`src/rtl/sreg_pkg.sv`:
```
package sreg_pkg;

    typedef enum logic [4:0] {
        SR_MSP   = 5'd8,
        SR_PSP   = 5'd9,
        SR_PMASK = 5'd16,
        SR_BPRI  = 5'd17,
        SR_BPMAX = 5'd18,
        SR_FMASK = 5'd19,
        SR_CTRL  = 5'd20
    } sreg_num_e;

    typedef struct packed {
        logic msp;
        logic psp;
        logic pmask;
        logic bpri;
        logic bpmax;
        logic fmask;
        logic ctrl;
    } sreg_sel_t;

    localparam int CTRL_NPRIV_BIT = 0;
    localparam int CTRL_SPSEL_BIT = 1;

endpackage

```
`src/rtl/sreg_decode.sv`:
```
module sreg_decode
    import sreg_pkg::*;
(
    input  logic [4:0] regnum,
    output sreg_sel_t  sel,
    output logic       known
);
    always_comb begin
        sel       = '0;
        sel.msp   = (regnum == SR_MSP);
        sel.psp   = (regnum == SR_PSP);
        sel.pmask = (regnum == SR_PMASK);
        sel.bpri  = (regnum == SR_BPRI);
        sel.bpmax = (regnum == SR_BPMAX);
        sel.fmask = (regnum == SR_FMASK);
        sel.ctrl  = (regnum == SR_CTRL);
        known     = |sel;
    end
endmodule

```
`src/rtl/sreg_raise.sv`:
```
module sreg_raise #(
    parameter int W = 8
) (
    input  logic [W-1:0] cur,
    input  logic [W-1:0] cand,
    output logic         take
);
    always_comb begin
        take = (cand != '0) && ((cur == '0) || (cand < cur));
    end
endmodule

```
`src/rtl/sreg_exit_clear.sv`:
```
module sreg_exit_clear #(
    parameter bit SECURITY_EXT = 1'b1
) (
    input  logic       exit_ev,
    input  logic       is_nmi,
    input  logic       prio_ok,
    input  logic       ret_state,
    output logic [1:0] clr
);
    generate
        if (SECURITY_EXT) begin : g_banked
            always_comb begin
                clr = '0;
                if (exit_ev && !is_nmi && prio_ok) begin
                    clr[ret_state] = 1'b1;
                end
            end
        end else begin : g_single
            always_comb begin
                clr    = '0;
                clr[0] = exit_ev && !is_nmi;
            end
        end
    endgenerate
endmodule

```
`src/rtl/sysreg_bank.sv`:
```
module sysreg_bank
    import sreg_pkg::*;
#(
    parameter bit SECURITY_EXT = 1'b1,
    parameter int DATA_W       = 32,
    parameter int PRIO_W       = 8
) (
    input  logic              clk,
    input  logic              rst_n,
    input  logic              acc_valid,
    input  logic              acc_write,
    input  logic [4:0]        acc_regnum,
    input  logic [DATA_W-1:0] acc_wdata,
    input  logic              handler_mode,
    input  logic              privileged,
    input  logic              secure_state,
    input  logic [DATA_W-1:0] sp_active_i,
    input  logic [DATA_W-1:0] sp_inactive_i,
    input  logic              exc_exit,
    input  logic              exc_is_nmi,
    input  logic              exc_ret_state,
    input  logic              exc_prio_ok,
    output logic [DATA_W-1:0] rd_data,
    output logic              rd_err,
    output logic              swap_req,
    output logic              swap_sel,
    output logic              sp_wr,
    output logic              sp_wr_inactive,
    output logic [DATA_W-1:0] sp_wr_data,
    output logic              eff_primask,
    output logic              eff_faultmask,
    output logic [PRIO_W-1:0] eff_basepri,
    output logic              eff_npriv,
    output logic              eff_spsel
);
    localparam int NBANK = 2;

    typedef struct packed {
        logic [NBANK-1:0]             pmask;
        logic [NBANK-1:0]             fmask;
        logic [NBANK-1:0][PRIO_W-1:0] bpri;
        logic [NBANK-1:0]             npriv;
        logic [NBANK-1:0]             spsel;
        logic [DATA_W-1:0]            rd;
        logic                         err;
        logic                         swp;
        logic                         swp_sel;
        logic                         spw;
        logic                         spw_inact;
        logic [DATA_W-1:0]            spw_data;
    } state_t;

    state_t     st_d, st_q;
    sreg_sel_t  sel;
    logic       known;
    logic       bidx;
    logic       raise_ok;
    logic [1:0] fm_clr;
    logic [DATA_W-1:0] rd_val;

    assign bidx = SECURITY_EXT ? secure_state : 1'b0;

    sreg_decode u_dec (
        .regnum (acc_regnum),
        .sel    (sel),
        .known  (known)
    );

    sreg_raise #(.W(PRIO_W)) u_raise (
        .cur  (st_q.bpri[bidx]),
        .cand (acc_wdata[PRIO_W-1:0]),
        .take (raise_ok)
    );

    sreg_exit_clear #(.SECURITY_EXT(SECURITY_EXT)) u_exit (
        .exit_ev   (exc_exit),
        .is_nmi    (exc_is_nmi),
        .prio_ok   (exc_prio_ok),
        .ret_state (exc_ret_state),
        .clr       (fm_clr)
    );

    // Read mux over the current bank
    always_comb begin
        rd_val = '0;
        unique case (1'b1)
            sel.msp:            rd_val = st_q.spsel[bidx] ? sp_inactive_i : sp_active_i;
            sel.psp:            rd_val = st_q.spsel[bidx] ? sp_active_i : sp_inactive_i;
            sel.pmask:          rd_val = {{(DATA_W-1){1'b0}}, st_q.pmask[bidx]};
            sel.bpri, sel.bpmax: rd_val = {{(DATA_W-PRIO_W){1'b0}}, st_q.bpri[bidx]};
            sel.fmask:          rd_val = {{(DATA_W-1){1'b0}}, st_q.fmask[bidx]};
            sel.ctrl:           rd_val = {{(DATA_W-2){1'b0}}, st_q.spsel[bidx], st_q.npriv[bidx]};
            default:            rd_val = '0;
        endcase
    end

    always_comb begin
        st_d           = st_q;
        st_d.rd        = '0;
        st_d.err       = 1'b0;
        st_d.swp       = 1'b0;
        st_d.swp_sel   = 1'b0;
        st_d.spw       = 1'b0;
        st_d.spw_inact = 1'b0;
        st_d.spw_data  = '0;

        if (acc_valid) begin
            st_d.err = !known;
            if (!acc_write) begin
                if (known && (privileged || sel.ctrl)) begin
                    st_d.rd = rd_val;
                end
            end else if (known && privileged) begin
                if (sel.pmask) st_d.pmask[bidx] = acc_wdata[0];
                if (sel.fmask) st_d.fmask[bidx] = acc_wdata[0];
                if (sel.bpri)  st_d.bpri[bidx]  = acc_wdata[PRIO_W-1:0];
                if (sel.bpmax && raise_ok) st_d.bpri[bidx] = acc_wdata[PRIO_W-1:0];
                if (sel.ctrl) begin
                    st_d.npriv[bidx] = acc_wdata[CTRL_NPRIV_BIT];
                    if (!handler_mode && (acc_wdata[CTRL_SPSEL_BIT] != st_q.spsel[bidx])) begin
                        st_d.spsel[bidx] = acc_wdata[CTRL_SPSEL_BIT];
                        st_d.swp         = 1'b1;
                        st_d.swp_sel     = acc_wdata[CTRL_SPSEL_BIT];
                    end
                end
                if (sel.msp || sel.psp) begin
                    st_d.spw       = 1'b1;
                    st_d.spw_inact = sel.msp ? st_q.spsel[bidx] : !st_q.spsel[bidx];
                    st_d.spw_data  = acc_wdata;
                end
            end
        end

        // exception-exit clear wins over a same-cycle write
        st_d.fmask = st_d.fmask & ~fm_clr;
    end

    always_ff @(posedge clk or negedge rst_n) begin
        if (!rst_n) st_q <= '0;
        else        st_q <= st_d;
    end

    assign rd_data        = st_q.rd;
    assign rd_err         = st_q.err;
    assign swap_req       = st_q.swp;
    assign swap_sel       = st_q.swp_sel;
    assign sp_wr          = st_q.spw;
    assign sp_wr_inactive = st_q.spw_inact;
    assign sp_wr_data     = st_q.spw_data;
    assign eff_primask    = st_q.pmask[bidx];
    assign eff_faultmask  = st_q.fmask[bidx];
    assign eff_basepri    = st_q.bpri[bidx];
    assign eff_npriv      = st_q.npriv[bidx];
    assign eff_spsel      = st_q.spsel[bidx];
endmodule

```
`config.mk`:
```
export PLATFORM = sky130hd
export DESIGN_NAME = sysreg_bank
export DESIGN_NICKNAME = d
export VERILOG_FILES = /design/src/rtl/sreg_pkg.sv /design/src/rtl/sreg_decode.sv /design/src/rtl/sreg_raise.sv /design/src/rtl/sreg_exit_clear.sv /design/src/rtl/sysreg_bank.sv
export SDC_FILE = /design/constraint.sdc
export NUM_CORES = 1
export LEC_CHECK = 0
export BUFFER_PORTS_ARGS = -buffer_cell sky130_fd_sc_hd__buf_4
export CORE_MARGIN = 4
export CORE_UTILIZATION = 53
export CTS_BUF_LIST = sky130_fd_sc_hd__clkbuf_4
export DETAILED_ROUTE_END_ITERATION = 6
export HOLD_SLACK_MARGIN = 0.05
export MAX_ROUTING_LAYER = met4
export PLACE_DENSITY = 0.91
export SLEW_MARGIN = 0
export SYNTH_ARGS = -nofsm -noshare
export SYNTH_HDL_FRONTEND = slang
export SYNTH_HIERARCHICAL = 1
export SYNTH_SLANG_ARGS = --single-unit
```
`constraint.sdc`:
```
create_clock -name clk -period 5.3 [get_ports clk]
set_input_delay 0.795 -clock clk [delete_from_list [all_inputs] [get_ports clk]]
set_output_delay 0.795 -clock clk [all_outputs]
set_load 0.03 [all_outputs]
```
# Word level (Yosys, flattened, before mapping)
# Cells that the tools add are included.
dict set report totals {
  ff_bits 93
  inputBits 112
}
dict set report op_classes {
  magnitude_cmp 5
  eq_ne 8
  n_mux 45
  bitwise_logic 2
  reduce_logical 24
}
# op count
set ops {}
lappend ops {{$pmux 32 s6} 1}
lappend ops {{$mux 32} 4}
lappend ops {{$mux 91} 1}
lappend ops {{$mux 16} 5}
lappend ops {{$mux 36} 2}
lappend ops {{$mux 22} 2}
lappend ops {{$mux 34} 1}
lappend ops {{$bwmux 16} 2}
lappend ops {{$eq 5x5->1 const B} 5}
lappend ops {{$mux 8} 3}
lappend ops {{$mux 1} 11}
lappend ops {{$eq 5x4->1 const B} 2}
lappend ops {{$mux 2} 5}
lappend ops {{$logic_and 1x1->1} 9}
lappend ops {{$bwmux 2} 4}
lappend ops {{$demux 8 s1} 1}
lappend ops {{$logic_not 8->1} 1}
lappend ops {{$lt 8x8->1} 1}
lappend ops {{$reduce_and 4->1} 2}
lappend ops {{$reduce_bool 8->1} 1}
lappend ops {{$reduce_or 7->1} 1}
lappend ops {{$reduce_and 5->1} 1}
lappend ops {{$logic_not 1->1} 4}
lappend ops {{$lt 1x2->1 const B} 2}
lappend ops {{9 further kinds} 13}

# Depth between registers and ports, before layout
# Gate-level depths: netlist of run 1.
dict set report depth {
  depth_word 15
  mapped_depth 13
  depth_no_buf 10
}

# Modules after synthesis
# The synthesis of run 1 kept the hierarchy.
# module instances cells_each area_per_inst_um2 seq_area_each_um2
set by_module_without_submodules {}
lappend by_module_without_submodules {sysreg_bank 1 351 4130.2 2327.2}
lappend by_module_without_submodules {sreg_raise 1 33 214.0 0.0}
lappend by_module_without_submodules {sreg_decode 1 15 85.1 0.0}
lappend by_module_without_submodules {sreg_exit_clear 1 2 23.8 0.0}

# Worst setup path after synthesis of run 1
# OpenSTA, ideal clock, no wires.
dict set report synth_timing {
  path_kind {in2reg}
  startpoint {input secure_state}
  endpoint {register st_q[81] in the netlist's numbering}
  arrival_ns 3.361
  required_time_ns 5.175
  slack_ns 1.814
  stages 13
  path_buffers 3
  path_cell_list {buf_6 clkbuf_1 mux2_2 inv_1 ha_1 a21oi_1 o21ai_0 a21o_1 a21oi_1 a21oi_1 or3_1 clkbuf_1 mux2_2}
}
dict set report synth_between {
  word_cells_on_any_way 19
  cone_classes {order compare: 3; mux: 11; reduce/logical: 5}
}
# item line_no
set synth_lines {}
lappend synth_lines {{from (decl)} sysreg_bank.sv:16} ;# input logic secure_state,
lappend synth_lines {{$mux 8 * (2 in series)} -}
lappend synth_lines {{named net eff_basepri[7]} sysreg_bank.sv:32} ;# output logic [PRIO_W-1:0] eff_basepri,
lappend synth_lines {{$lt 8x8->1 or $logic_not 8->1 (tied branches)} sreg_raise.sv:9} ;# take = (cand != '0) && ((cur == '0) || (cand < cur));
lappend synth_lines {{$logic_or 1x1->1 *} sreg_raise.sv:9}
lappend synth_lines {{$logic_and 1x1->1 *} sreg_raise.sv:9}
lappend synth_lines {{named net raise_ok} sysreg_bank.sv:57} ;# logic raise_ok;
lappend synth_lines {{$logic_and 1x1->1 *} sysreg_bank.sv:117} ;# if (sel.bpmax && raise_ok) st_d.bpri[bidx] = acc_wdata[PRIO_W-1:0];
lappend synth_lines {{$mux 16 *} sysreg_bank.sv:117}
lappend synth_lines {{to (signal assigned)} sysreg_bank.sv:140} ;# else st_q <= st_d;
lappend synth_lines {{to (decl)} sysreg_bank.sv:53} ;# state_t st_d, st_q;
# Mark *: on every way through the listed nets, which the timed path passes. The rest lies on a longest branch. The select of a mux whose other input is x is not followed.
# A chain may end at the register's enable or synchronous reset.

# Final worst setup path of run 1
dict set report layout_timing {
  startpoint {input secure_state}
  endpoint {register st_q[76] in the netlist's numbering}
}
dict set report layout_between {
  word_cells_on_any_way 19
  cone_classes {order compare: 3; mux: 11; reduce/logical: 5}
}
# item line_no
set layout_lines {}
lappend layout_lines {{$mux 8 (not written as such) * (2 in series)} sysreg_bank.sv:70} ;# .cur (st_q.bpri[bidx]),
lappend layout_lines {{$lt 8x8->1 or $logic_not 8->1 (tied branches)} sreg_raise.sv:9}
lappend layout_lines {{$logic_or 1x1->1 *} sreg_raise.sv:9}
lappend layout_lines {{$logic_and 1x1->1 *} sreg_raise.sv:9}
lappend layout_lines {{named net raise_ok} sysreg_bank.sv:57}
lappend layout_lines {{$logic_and 1x1->1 *} sysreg_bank.sv:117}
lappend layout_lines {{$mux 16 *} sysreg_bank.sv:117}
# Marked as above.

==> flow_summary.ini, run 1 <==
[status]
run_status = finished clean

[clock_tree]
numClockSinks = 93
holdBufCountCts = 0
clock_tree.root_cell = clkbuf_4
cts.htree.levels = 3
clk_pin_slew_ns = 0.14
tritoncts = built
cts_setup_buffers = 0
worstSkewPairLatency_ns = 0.43
cts_inserted_buffers = 9
clockBufferDepth = 2
ctsResizeCount = 0

[global_routing]
top_usage_layer = met2
grt_max_degree = 51
grt_pass1_vias = 3453
gr-total-overflow = 0
use_met3_pct = 5.049
grtUsageTotal_pct = 23.46
grt_pass1_wl_um = 17710
grtUsageMet2_pct = 39.61
antenna_found_initial = 0
grtUsageMet1_pct = 26.89

[drt]
drt_drc_violations_left = 0
vias_per_cell = 5.243
vias = 3340
post_drt_wl_per_cell_um = 17.95
drt-total-wl_um = 11430
ant_nets = 0
drt_first_pass_iters = 5
drt_iter0_markers = 149

[synthesis]
ys_seq_elements = 93
synthAdderAreaFrac_pct = 1.967
yosys.area_share.simple_pct = 14.11
yosys_most_used_dff = dfrtp_1
synth_top_family_by_area = simple AND/OR/NAND/NOR gates
synth_nets = 520
synth-xor-area-share_pct = 0.1967
synth.avg_cell_area_um2 = 11.10
synthMuxAreaShare_pct = 9.666
synth_cell_types = 45
synthCells = 401
synth-seq-area-share_pct = 52.26
syn_area_um2 = 4453
yosysWarnings = 6
synthArstFlopShare_pct = 100.0
synth_edf_count = 0
synth_compound_area_share_pct = 8.289

[critical_path]
critPathMaxFanout = 17
critical_path.endpoint_type = flop
worstSetupStartpointType = primary input
arrival_ns = 3.29
path_cells = buf_4 > mux2_2 > inv_1 > ha_1 > a21oi_1 > o21ai_0 > a21o_1 > a21oi_1 > a21oi_1 > nor3_2 > mux2_2
crit_type = in -> reg
cp.buffers_inverters = 2
max_stage_delay_ns = 0.48
critPathMostFrequentCell = a21oi_1
critPathTopFamily = multiplexers
critPathRequiredTime_ns = 5.61
slowest_stage = nor3_2

[timing]
tns_ns = 0
hold_viol = 0
finalCritPeriodShare_pct = 56.10
whs_ns = 0.3412
worst_pin_slew_ns = 0.7333
setup_viol = 0
slew_headroom_pct = 50.74
finClkSkew_ns = 0.01955
max_freq_ghz = 0.3363
rsz0062_at_grt = false
fin_crit_ns = 2.973
drv_slew = 0

[floorplanning]
dieHeight_um = 99.66
initial_core_util_pct = 54.47
die_w_um = 99.66
rows = 33
die-area_um2 = 9932
top_level_ports = 193
fp.coreArea_um2 = 8175

[cells_and_area]
stdcell_count = 637
syn_to_final_growth_pct = 25.91
layout_commonest_cell = buf_4
final_cell_area_um2 = 5607
fillers = 601
nets = 646
final_cell_mix = buf_4, dfrtp_1, nor2_1
antenna_cells = 0
layout-drive-gt1-share_pct = 47.18

[placed_design]
dp_hpwl_um = 8801
dpl.cell_count = 621
place_congestion = 0.9357
port_buffers = 192
placed_cell_area_um2 = 5492

[power]
leakagePower_nw = 2.897
power.density_nw_per_um2 = 214.2
power_mw = 1.201
irDropWorstVdd_v = 0.0001104

[job]
maxCapViolations = 0

[hold_path]
hp-class = in -> async
==> cell usage after synthesis (all sizes together) (3+ instances only) <==
cell type,n,share of area [%]
nor2,44,3.7
and2,32,4.5
a22oi,27,4.6
ha,7,2.0
nand2,14,1.2
o21ai,4,0.53
dfrtp,93,52
buf,67,11
nand3,3,0.34
a222oi,6,1.3
a21oi,9,1.0
or4,3,0.51
nor3,7,0.90
clkbuf,13,1.1
mux2,35,8.9
inv,12,1.0
==> routing by layer <==
metal	routed length [um]	vias to the layer above
li1	-	1556
met5	0	-
met1	4166	1584
met2	6014	168
met4	336	0
met3	915	32
==> registers in the layout, indices dropped and copies added (netlist names) <==
register and cells:
swap_req 1, sp_wr_inactive 1, swap_sel 1, sp_wr_data 32, sp_wr 1, st_q 24
rd_err 1, rd_data 32
==> per-stage QoR <==
| step | setup WS, ns | util, % |
|---|---|---|
| 4_1_cts | 2.371 | 68.58 |
| 2_1_floorplan | 1.814 | - |
| 3_3_place_gp | 1.994 | 67.17 |
| 3_5_place_dp | 1.909 | 67.17 |
| 6_report | 2.327 | 68.58 |
| 5_1_grt | 2.177 | 68.58 |
==> layout make-up <==
type / count / area (um^2) / area share, %
multi-input combinational: 216 / 1524 / 27.18
timing repair buffer: 195 / 1464 / 26.11
inverter: 12 / 45.04 / 0.8034
clock buffer: 9 / 67.56 / 1.205
clock inverter: 7 / 47.55 / 0.8480
tap: 105 / 131.4 / 2.343
sequential: 93 / 2327 / 41.51
==> power by group <==
group | leakage (nW) | switching [mW] | total [mW] | internal [mW]
Sequential | 1.30 | 0.00272 | 0.718 | 0.715
Combinational | 1.53 | 0.0653 | 0.141 | 0.0753
Clock | 0.0662 | 0.244 | 0.343 | 0.0990
==> final timing paths <==
check	startpoint	to	slack [ns]	cells after the start
worst max-delay path	secure_state	st_q[76]	2.33	11
worst min-delay path	rst_n	st_q[89]	0.34	1
worst max register to register	st_q[80]	st_q[76]	2.64	10
worst min register to register	st_q[73]	st_q[73]	0.52	1
max in group asynchronous	rst_n	sp_wr_data[15]	3.94	2
min in group clk	st_q[73]	st_q[73]	0.52	1
==> logic make-up (layout without fill, tap and decap cells) <==
logic type,after synthesis,in the layout
AOI/OAI and AO/OA,51,51
xor gates and xnor gates,1,1
adders and majority gates,7,7
buffers and inverters,92,223
DFF,93,93
muxes,37,37
and+or+nand+nor,120,120
Power figures use the tool's default switching activity.
==> run 2: changes to the inputs <==
CORE_UTILIZATION = 45   (was 53)
PLACE_DENSITY = 0.82   (was 0.91)
clock period = 2.7 ns   (was 5.3 ns; I/O delays follow)
==> run 2 against run 1 <==
Clock skew increased by 0.0012 ns. Sequential power is 96% higher. Register-to-register slack worse by 2.5 ns. Die area is 16% higher. Critical path type is now reg -> reg. Critical endpoint is now st_q[84]. Largest power group unchanged.
==> flow_summary.ini, run 2 (synthesized netlist as in run 1, its figures left out) <==
[timing]
drv_slew = 0
slew_headroom_pct = 58.47
fin_crit_ns = 2.549
finalCritPeriodShare_pct = 94.40
tns_ns = 0
whs_ns = 0.1555
rsz0062_at_grt = false
setup_slack_ns = 0.1512
worst_pin_slew_ns = 0.6230
hold_viol = 0
finClkSkew_ns = 0.02076
setup_viol = 0
max_freq_ghz = 0.3923

[clock_tree]
cts.htree.levels = 3
clockBufferDepth = 2
ctsResizeCount = 0
holdBufCountCts = 1
cts_setup_buffers = 0
cts_inserted_buffers = 9
worstSkewPairLatency_ns = 0.45
tritoncts = built
clock_tree.root_cell = clkbuf_4
clk_pin_slew_ns = 0.14
numClockSinks = 93

[drt]
vias = 3398
ant_nets = 0
drt_drc_violations_left = 0
drt_first_pass_iters = 4
drt-total-wl_um = 11770
post_drt_wl_per_cell_um = 17.29
vias_per_cell = 4.990
drt_iter0_markers = 207

[hold_path]
min_from = acc_wdata[24]
min_path_cells = 2
hp-class = in -> reg
holdPathEnd = sp_wr_data[24]

[cells_and_area]
final_cell_mix = buf_4, dfrtp_1, nor2_1
antenna_cells = 0
syn_to_final_growth_pct = 32.37
nets = 663
utilization_pct = 60.87
layout-drive-gt1-share_pct = 50.18
layout_commonest_cell = buf_4

[critical_path]
critPathRequiredTime_ns = 3.04
critPathMaxFanout = 8
r2r_setup_slack_ns = 0.15
path_cells = mux2_2 > inv_1 > ha_1 > o21ai_0 > o21ai_0 > a21o_1 > a21oi_2 > a21oi_2 > or3_1 > mux2_2
worstSetupStartpointType = flop
r2r_end = st_q[84]
r2r-start = st_q[74]
max_stage_delay_ns = 0.49
arrival_ns = 2.89
reg2reg_depth = 10
slowest_stage = or3_1
crit_type = reg -> reg
critical_path.endpoint_type = flop

[power]
sequentialPowerShare_pct = 57.8
power_mw = 2.438
clkPwrFrac_pct = 29.8
power.net_switching_uw = 594.6
switching_share_pct = 24.39
power.density_nw_per_um2 = 413.5
leakagePower_nw = 3.019
cell_internal_pwr_mw = 1.843
pwr-share-comb_pct = 12.4
irDropWorstVdd_v = 0.0001861

[floorplanning]
initial_core_util_pct = 45.98
die_w_um = 107.5
dieHeight_um = 107.5
rows = 36
fp.coreArea_um2 = 9684
die-area_um2 = 11550
top_level_ports = 193

[job]
maxCapViolations = 0

[global_routing]
grtUsageTotal_pct = 20.65
grt_pass1_vias = 3378
antenna_found_initial = 0
gr-total-overflow = 0
grt_pass1_wl_um = 17670
grt_max_degree = 60

[placed_design]
place_congestion = 0.8978
dp_slack_ns = -0.1115
port_buffers = 192
dp_hpwl_um = 9254

[status]
run_status = finished clean
==> run 2: cell count changes in the layout (fill, tap and decap cells not counted), sizes merged <==
cell / previous run / this run
bufinv: 0 / 1
dlygate4sd3: 0 / 1
buf: 195 / 211
clkinvlp: 0 / 3
clkinv: 4 / 2
inv: 15 / 12
==> run 2: worst max path at each step <==
stage | from | end | slack (ns) | depth (start not counted)
after floorplan | secure_state | st_q[81] | -0.03 | 13
after global placement | secure_state | st_q[81] | -0.03 | 11
after detailed placement | secure_state | st_q[88] | -0.11 | 11
after CTS | st_q[74] | st_q[84] | 0.17 | 10
after global routing | st_q[74] | st_q[84] | 0.06 | 10
final | st_q[74] | st_q[84] | 0.15 | 10
==> run 2: layout make-up <==
cell class | instances | area, um^2
sequential | 93 | 2327
clock inverter | 6 | 65.06
inverter | 12 | 45.04
fill | 773 | 3790
multi-input combinational | 216 | 1592
timing repair buffer | 212 | 1632
tap | 133 | 166.4
clock buffer | 9 | 67.56
==> run 2: power by group through the flow <==
stage / registers, mW / clock network, mW / logic (mW)
6_report: 1.41 / 0.727 / 0.302
5_1_grt: 1.41 / 0.816 / 0.327
4_1_cts: 1.41 / 0.759 / 0.306
3_5_place_dp: 1.43 / 0 / 0.303
3_3_place_gp: 1.43 / 0 / 0.295
2_1_floorplan: 1.44 / 0 / 0.0981
==> run 2: through the flow <==
stage | instances | instance area [um^2]
2_1_floorplan | 401 | 4558
3_3_place_gp | 665 | 5752
3_5_place_dp | 665 | 5752
4_1_cts | 681 | 5894
5_1_grt | 681 | 5894
6_report | 681 | 5894
==> run 2: metal layers <==
layer,global-route usage [%],up-vias,part of all wire (%)
met5,-,-,0
met4,8.206,0,2.1
li1,-,1597,-
met3,4.979,17,8.3
met2,35.70,142,53
met1,23.09,1642,37
==> run 2: worst max-delay path: cells and delay by family (launching register included) <==
kind	cells	cell delay [ns]
compound gates	5	0.65
fa+ha+maj	1	0.22
buf+inv	1	0.06
flops	1	0.41
mux	2	0.62
simple gates	1	0.49
